<file path="src/rtl/hostq_pkg.sv">
package hostq_pkg;

    localparam int BYTE_W = 8;

    typedef logic [BYTE_W-1:0] byte_t;

    typedef enum logic [2:0] {
        OP_IDLE,
        OP_STATUS,
        OP_TAKE,
        OP_READ,
        OP_WRITE,
        OP_CAPTURE
    } op_e;

    // Lead command byte is rebuilt from the third queued byte
    function automatic byte_t lead_fix(byte_t third);
        return third >> 5;
    endfunction

endpackage

</file>
<file path="src/rtl/hostq_op_arb.sv">
module hostq_op_arb
    import hostq_pkg::*;
(
    input  logic sts_load,
    input  logic cmd_take,
    input  logic host_rd,
    input  logic host_wr,
    input  logic cmd_mode,
    output op_e  op
);

    always_comb begin
        if (sts_load)
            op = OP_STATUS;
        else if (cmd_take)
            op = OP_TAKE;
        else if (host_rd)
            op = OP_READ;
        else if (host_wr)
            op = cmd_mode ? OP_CAPTURE : OP_WRITE;
        else
            op = OP_IDLE;
    end

endmodule

</file>
<file path="src/rtl/hostq_data_fifo.sv">
module hostq_data_fifo
    import hostq_pkg::*;
#(
    parameter int DEPTH = 16,
    parameter int CNT_W = 6
) (
    input  logic                    clk,
    input  logic                    rst,
    input  op_e                     op,
    input  byte_t                   wdata,
    input  byte_t                   sts_byte,
    input  logic [2:0]              pio_phase,
    output byte_t                   rdata,
    output logic                    irq,
    output logic signed [CNT_W-1:0] count,
    output byte_t                   flags,
    output logic [DEPTH-1:0][BYTE_W-1:0] slots
);

    localparam int PW = $clog2(DEPTH);
    localparam logic [PW-1:0] LAST_W = PW'(DEPTH - 1);

    logic [DEPTH-1:0][BYTE_W-1:0] mem;
    logic [PW-1:0]                rptr, wptr;
    logic signed [CNT_W-1:0]      cnt;
    byte_t                        rdata_q, flags_q;
    logic                         irq_q;
    logic                         has_data;
    logic                         last_byte;

    assign has_data  = rptr < wptr;
    assign last_byte = (rptr + PW'(1)) == wptr;

    always_ff @(posedge clk) begin
        if (rst) begin
            mem     <= '0;
            rptr    <= '0;
            wptr    <= '0;
            cnt     <= '0;
            rdata_q <= '0;
            flags_q <= '0;
            irq_q   <= 1'b0;
        end else begin
            irq_q <= 1'b0;
            unique case (op)
                OP_STATUS: begin
                    mem[0]  <= sts_byte;
                    mem[1]  <= '0;
                    rptr    <= '0;
                    wptr    <= PW'(2);
                    cnt     <= CNT_W'(2);
                    flags_q <= 8'd2;
                    irq_q   <= 1'b1;
                end
                OP_TAKE: begin
                    rptr <= '0;
                    wptr <= '0;
                    cnt  <= '0;
                end
                OP_READ: begin
                    if (pio_phase == 3'b000) begin
                        rdata_q <= '0;
                        irq_q   <= 1'b1;
                        if (!has_data) begin
                            rptr <= '0;
                            wptr <= '0;
                        end
                    end else if (has_data) begin
                        rdata_q <= mem[rptr];
                        cnt     <= cnt - CNT_W'(1);
                        irq_q   <= 1'b1;
                        if (last_byte) begin
                            rptr <= '0;
                            wptr <= '0;
                        end else begin
                            rptr <= rptr + PW'(1);
                        end
                    end else begin
                        rptr <= '0;
                        wptr <= '0;
                    end
                end
                OP_WRITE: begin
                    if (wptr != LAST_W) begin
                        mem[wptr] <= wdata;
                        wptr      <= wptr + PW'(1);
                        cnt       <= cnt + CNT_W'(1);
                    end
                end
                default: ;
            endcase
        end
    end

    assign rdata = rdata_q;
    assign irq   = irq_q;
    assign count = cnt;
    assign flags = flags_q;
    assign slots = mem;

    // a write at the last pointer position changes nothing
    a_r2_no_overflow: assert property (@(posedge clk) disable iff (rst)
        (op == OP_WRITE && wptr == LAST_W) |=> (wptr == LAST_W && cnt == $past(cnt)));

    // read pointer never passes the write pointer
    a_r4_ptr_order: assert property (@(posedge clk) disable iff (rst)
        rptr <= wptr);

    // pending count equals the occupied span
    a_r4_count_span: assert property (@(posedge clk) disable iff (rst)
        int'(cnt) == int'(wptr) - int'(rptr));

    // draining the last byte returns both pointers to zero
    a_r6_drain_zero: assert property (@(posedge clk) disable iff (rst)
        (op == OP_READ && pio_phase != 3'b000 && has_data && last_byte)
        |=> (rptr == '0 && wptr == '0));

    // status load yields count 2, flags 2 and an interrupt
    a_r8_status_load: assert property (@(posedge clk) disable iff (rst)
        (op == OP_STATUS) |=> (cnt == CNT_W'(2) && flags_q == 8'd2 && irq_q));

endmodule

</file>
<file path="src/rtl/hostq_cmd_store.sv">
module hostq_cmd_store
    import hostq_pkg::*;
#(
    parameter int CMD_DEPTH  = 32,
    parameter int FIFO_DEPTH = 16,
    parameter int CNT_W      = 6,
    parameter int LEN_W      = 6,
    parameter int IDX_W      = 5
) (
    input  logic                             clk,
    input  logic                             rst,
    input  op_e                              op,
    input  byte_t                            wdata,
    input  logic [FIFO_DEPTH-1:0][BYTE_W-1:0] slots,
    input  logic signed [CNT_W-1:0]          fifo_count,
    input  logic [IDX_W-1:0]                 rd_idx,
    output byte_t                            rd_byte,
    output logic [LEN_W-1:0]                 len
);

    localparam logic [LEN_W-1:0] FULL_LEN = LEN_W'(CMD_DEPTH);

    byte_t            cbuf [CMD_DEPTH];
    logic [LEN_W-1:0] len_q;
    logic [LEN_W-1:0] take_len;
    logic             cap_ok;

    assign take_len = (fifo_count < 0) ? '0 : LEN_W'(fifo_count);
    assign cap_ok   = (op == OP_CAPTURE) && (len_q < FULL_LEN);

    for (genvar g = 0; g < CMD_DEPTH; g++) begin : g_entry
        byte_t take_src;
        if (g == 0) begin : g_lead
            assign take_src = lead_fix(slots[2]);
        end else if (g < FIFO_DEPTH) begin : g_copy
            assign take_src = slots[g];
        end else begin : g_keep
            assign take_src = cbuf[g];
        end

        always_ff @(posedge clk) begin
            if (rst)
                cbuf[g] <= '0;
            else if (op == OP_TAKE)
                cbuf[g] <= take_src;
            else if (cap_ok && len_q == LEN_W'(g))
                cbuf[g] <= wdata;
        end
    end

    always_ff @(posedge clk) begin
        if (rst)
            len_q <= '0;
        else if (op == OP_TAKE)
            len_q <= take_len;
        else if (cap_ok)
            len_q <= len_q + LEN_W'(1);
    end

    assign rd_byte = cbuf[rd_idx];
    assign len     = len_q;

    // command length never exceeds the buffer size
    a_r7_len_bound: assert property (@(posedge clk) disable iff (rst)
        len_q <= FULL_LEN);

    // an accepted capture advances the length by one
    a_r7_capture_step: assert property (@(posedge clk) disable iff (rst)
        cap_ok |=> (len_q == $past(len_q) + LEN_W'(1)));

    // a take loads the queued count as the command length
    a_r9_take_len: assert property (@(posedge clk) disable iff (rst)
        (op == OP_TAKE) |=> (len_q == $past(take_len)));

endmodule

</file>
<file path="src/rtl/hostq_cmd_fifo.sv">
module hostq_cmd_fifo
    import hostq_pkg::*;
#(
    parameter int FIFO_DEPTH = 16,
    parameter int CMD_DEPTH  = 32
) (
    input  logic              clk,
    input  logic              rst,
    input  logic              host_wr,
    input  logic [7:0]        host_wdata,
    input  logic              host_rd,
    output logic [7:0]        host_rdata,
    input  logic              cmd_mode,
    input  logic [2:0]        pio_phase,
    input  logic              sts_load,
    input  logic [7:0]        sts_byte,
    input  logic              cmd_take,
    input  logic [4:0]        cmd_idx,
    output logic [7:0]        cmd_byte,
    output logic [5:0]        cmd_len,
    output logic signed [5:0] pend_count,
    output logic [7:0]        fifo_flags,
    output logic              irq
);

    localparam int CNT_W = $clog2(FIFO_DEPTH) + 2;
    localparam int LEN_W = $clog2(CMD_DEPTH + 1);
    localparam int IDX_W = $clog2(CMD_DEPTH);

    op_e                          op;
    logic signed [CNT_W-1:0]      count;
    logic [FIFO_DEPTH-1:0][BYTE_W-1:0] slots;
    logic [LEN_W-1:0]             len;
    byte_t                        rdata, flags, cbyte;
    logic                         irq_w;

    hostq_op_arb u_arb (
        .sts_load (sts_load),
        .cmd_take (cmd_take),
        .host_rd  (host_rd),
        .host_wr  (host_wr),
        .cmd_mode (cmd_mode),
        .op       (op)
    );

    hostq_data_fifo #(
        .DEPTH (FIFO_DEPTH),
        .CNT_W (CNT_W)
    ) u_fifo (
        .clk       (clk),
        .rst       (rst),
        .op        (op),
        .wdata     (host_wdata),
        .sts_byte  (sts_byte),
        .pio_phase (pio_phase),
        .rdata     (rdata),
        .irq       (irq_w),
        .count     (count),
        .flags     (flags),
        .slots     (slots)
    );

    hostq_cmd_store #(
        .CMD_DEPTH  (CMD_DEPTH),
        .FIFO_DEPTH (FIFO_DEPTH),
        .CNT_W      (CNT_W),
        .LEN_W      (LEN_W),
        .IDX_W      (IDX_W)
    ) u_cmd (
        .clk        (clk),
        .rst        (rst),
        .op         (op),
        .wdata      (host_wdata),
        .slots      (slots),
        .fifo_count (count),
        .rd_idx     (IDX_W'(cmd_idx)),
        .rd_byte    (cbyte),
        .len        (len)
    );

    assign host_rdata = rdata;
    assign fifo_flags = flags;
    assign irq        = irq_w;
    assign cmd_byte   = cbyte;
    assign cmd_len    = 6'(len);
    assign pend_count = 6'(count);

    // an interrupt pulse only follows a read or a status load
    a_r3_irq_cause: assert property (@(posedge clk) disable iff (rst)
        irq |-> $past(host_rd || sts_load));

    // a status load suppresses any coinciding capture
    a_r10_status_wins: assert property (@(posedge clk) disable iff (rst)
        (sts_load && host_wr && cmd_mode) |=> $stable(cmd_len));

endmodule

</file>
<file path="config.mk">
export PLATFORM = sky130hd
export DESIGN_NAME = hostq_cmd_fifo
export DESIGN_NICKNAME = d
export VERILOG_FILES = /design/src/rtl/hostq_pkg.sv /design/src/rtl/hostq_op_arb.sv /design/src/rtl/hostq_data_fifo.sv /design/src/rtl/hostq_cmd_store.sv /design/src/rtl/hostq_cmd_fifo.sv
export SDC_FILE = /design/constraint.sdc
export NUM_CORES = 1
export LEC_CHECK = 0
export ABC_AREA = 0
export ABC_CLOCK_PERIOD_IN_PS = 5930
export CAP_MARGIN = 10
export CELL_PAD_IN_SITES_DETAIL_PLACEMENT = 1
export CELL_PAD_IN_SITES_GLOBAL_PLACEMENT = 2
export CORE_UTILIZATION = 41
export DETAILED_ROUTE_END_ITERATION = 16
export PLACE_DENSITY = 0.82
export SKIP_LAST_GASP = 1
export SLEW_MARGIN = 20
export SYNTH_ARGS = -nofsm -noshare
export SYNTH_HDL_FRONTEND = slang
export SYNTH_SLANG_ARGS = --single-unit
</file>
<file path="constraint.sdc">
create_clock -name clk -period 5.93 [get_ports clk]
set_clock_uncertainty 0.05 [all_clocks]
set_input_delay 1.779 -clock clk [delete_from_list [all_inputs] [get_ports clk]]
set_output_delay 1.779 -clock clk [all_outputs]
set_load 0.05 [all_outputs]
</file>
==> metrics <==
run status=finished, violations left; failing checks=design-rule violations; Max Cap Viol=0; Finish-stage setup viols=0; register area=~11000 um2; commonest non-fill, non-tap cell in the layout=edfxtp_1; Worst Path Required=between 4 and 5 ns; first-pass GRT wire length=between 90000 and 100000 um; clk buf depth=3; pwr dens=between 200 and 300 nW/um2; Remaining DRCs=4; Synth area leaders=edfxtp_1 (39%), dfxtp_1 (16%), mux4_2 (14%); Crit Path Category=in -> out; Rows=just under 80; die area=around 49000 um2; Core Box Area=between 40000 and 50000 um2; fraction of layout instances using a drive strength above 1=0.185; Seq/Total Area, Yosys=0.556; Tcrit/Tclk final=0.942; routed wire length=between 60000 and 70000 um; Port Buffers=60; IO Pins=between 60 and 70; CP peak stage delay=between 0.5 and 0.6 ns; pin count of the biggest net entering global routing=between 100 and 150; final setup TNS=0 ns; register bit total from synthesis=between 400 and 500; TritonCTS clock tree=built; antenna-violating nets left=0; antenna violations before repair=2; Initial Utilization=0.418; FILL cells=roughly 4700; clock-pin slew on the worst setup and hold paths=about 0.060 ns; Die Ht=between 200 and 250 um; synthesized instance count=approximately 1500; Final min period=~5.6 ns; Clk Latency, worst-skew pair=between 0.5 and 0.6 ns; count of yosys warnings during synthesis=0; most area-hungry cell type in the Yosys netlist=edfxtp_1; Primary FF master, synth=edfxtp_1; Wirelength per Cell=29.4 um; top cell type's share of synthesized area=0.394; fin nets=1541; crit-path cells=buf_4 -> buf_12 -> mux4_2 -> mux4_2 -> mux2_2 -> buf_4; CP Max Fanout=32; Slew HR=0.384; H-tree depth=2; Setup Fix Bufs, Post-CTS=0; Netlist cell types=between 40 and 50; CTS Root Cell=clkbuf_16; most frequent cells in the layout=edfxtp_1 (256), dfxtp_1 (156), nor2_1 (154); critical path endpoint category=output pin; CP startpoint kind=input pin; Post-synth EDFFs=~260; RSZ-0062 raised after global routing=no; total track usage=0.265; max-slew violation count=0; Via Count=around 13000; Pwr Total=around 6.4 mW; cts repair resizes=0; Detailed Routing Iterations Pass 1=11; WP data arrival=3.76 ns; number of global-route vias before repair=13300; syn_area_per_cell=13.4 um2; Slowest-stage cell, CP=mux4_2; Chip Width=between 200 and 250 um; clock sink count=414; initial drt markers=approximately 1300; Max IR drop VDD=0.000177 V; HP Class=reg -> reg; CTS Hold Bufs=0; total global routing overflow=0; via/cell ratio=6.16; pre-CTS setup slack=around 0.32 ns; final hold vios=0; dpl hpwl=roughly 44000 um; Num CTS Buffers=44; # diodes=0; Area Overhead vs Synth=13.6%; Multi-input gate area=about 8100 um2; global placement routability congestion=around 0.94; cell area after synthesis=19500 um2; setup ws final=about 0.34 ns; asr flop ratio synth=0; Leak=8.56 nW; worst slew pin tran=0.923 ns; f_max=0.179 GHz; Min Hold Slack=0.424 ns
## sequential cells by signal, summed over array words and instances, names as in the netlist
| signal | flops |
|---|---|
| u_fifo.wptr | 4 |
| u_fifo.flags | 1 |
| u_fifo.irq | 1 |
| u_fifo.rdata | 8 |
| u_fifo.count | 6 |
| u_cmd.len | 6 |
| u_fifo.slots | 128 |
| u_fifo.rptr | 4 |
| u_cmd.cbuf | 256 |
## cell usage after synthesis (13+ instances only)
cell,count
a21oi_1,35
a22o_1,131
and2_1,133
buf_2,18
clkbuf_1,95
dfxtp_1,158
edfxtp_1,256
ha_1,18
inv_1,14
mux2i_1,107
mux4_2,120
nand2_1,36
nand3_1,23
nand3_2,13
nor2_1,155
o21ai_0,25
o21bai_1,16
## through the flow
step	util	cells	area, um2
global placement	0.444	2052	20800
CTS	0.474	2133	22200
floorplan	-	1464	19500
detailed placement	0.444	2052	20800
global route	0.474	2133	22200
finish	0.474	2133	22200
## cell type report
cell class / instances / area share
flip-flops and latches: 414 / 0.489
multi-input cells: 908 / 0.366
clock inverters: 15 / 0.00699
inverters: 15 / 0.00254
repair buffers: 108 / 0.0435
clock buffers: 66 / 0.0571
well taps: 607 / 0.0342
## per-layer routing
layer | share of wire | global-route usage | routed length (um)
met1 | 0.39 | 0.340 | 24700
met3 | 0.077 | 0.0499 | 4840
met2 | 0.47 | 0.432 | 29800
met5 | 0.00037 | 0 | 23
met4 | 0.054 | 0.130 | 3380
## final timing paths
path	end	from	slack, ns	cells after the start
max	cmd_byte[6]	cmd_idx[0]	0.34	6
min	u_fifo.flags[1]	u_fifo.flags[1]	0.42	2
max reg2reg	u_fifo.count[5]	u_fifo.rptr[2]	2.93	7
min reg2reg	u_fifo.flags[1]	u_fifo.flags[1]	0.42	2
## kinds of logic after synthesis
family | synth area share
flops | 0.556
simple gates | 0.107
mux | 0.198
compound gates | 0.0906
buf+inv | 0.0298
fa+ha+maj | 0.0126
xor+xnor | 0.00615
other cells | 0.000192
## report_power, final
part,switching [mW],internal [mW],leakage (nW)
Clock,1.14,1.61,0.696
Sequential,0.0699,3.13,3.96
Combinational,0.311,0.183,3.90
Total,1.52,4.92,8.56
## critical path: cells and delay by family
kind | cells | cell delay (ns)
buf+inv | 3 | 0.57
mux | 3 | 1.39
(Power assumes the default switching activity.)
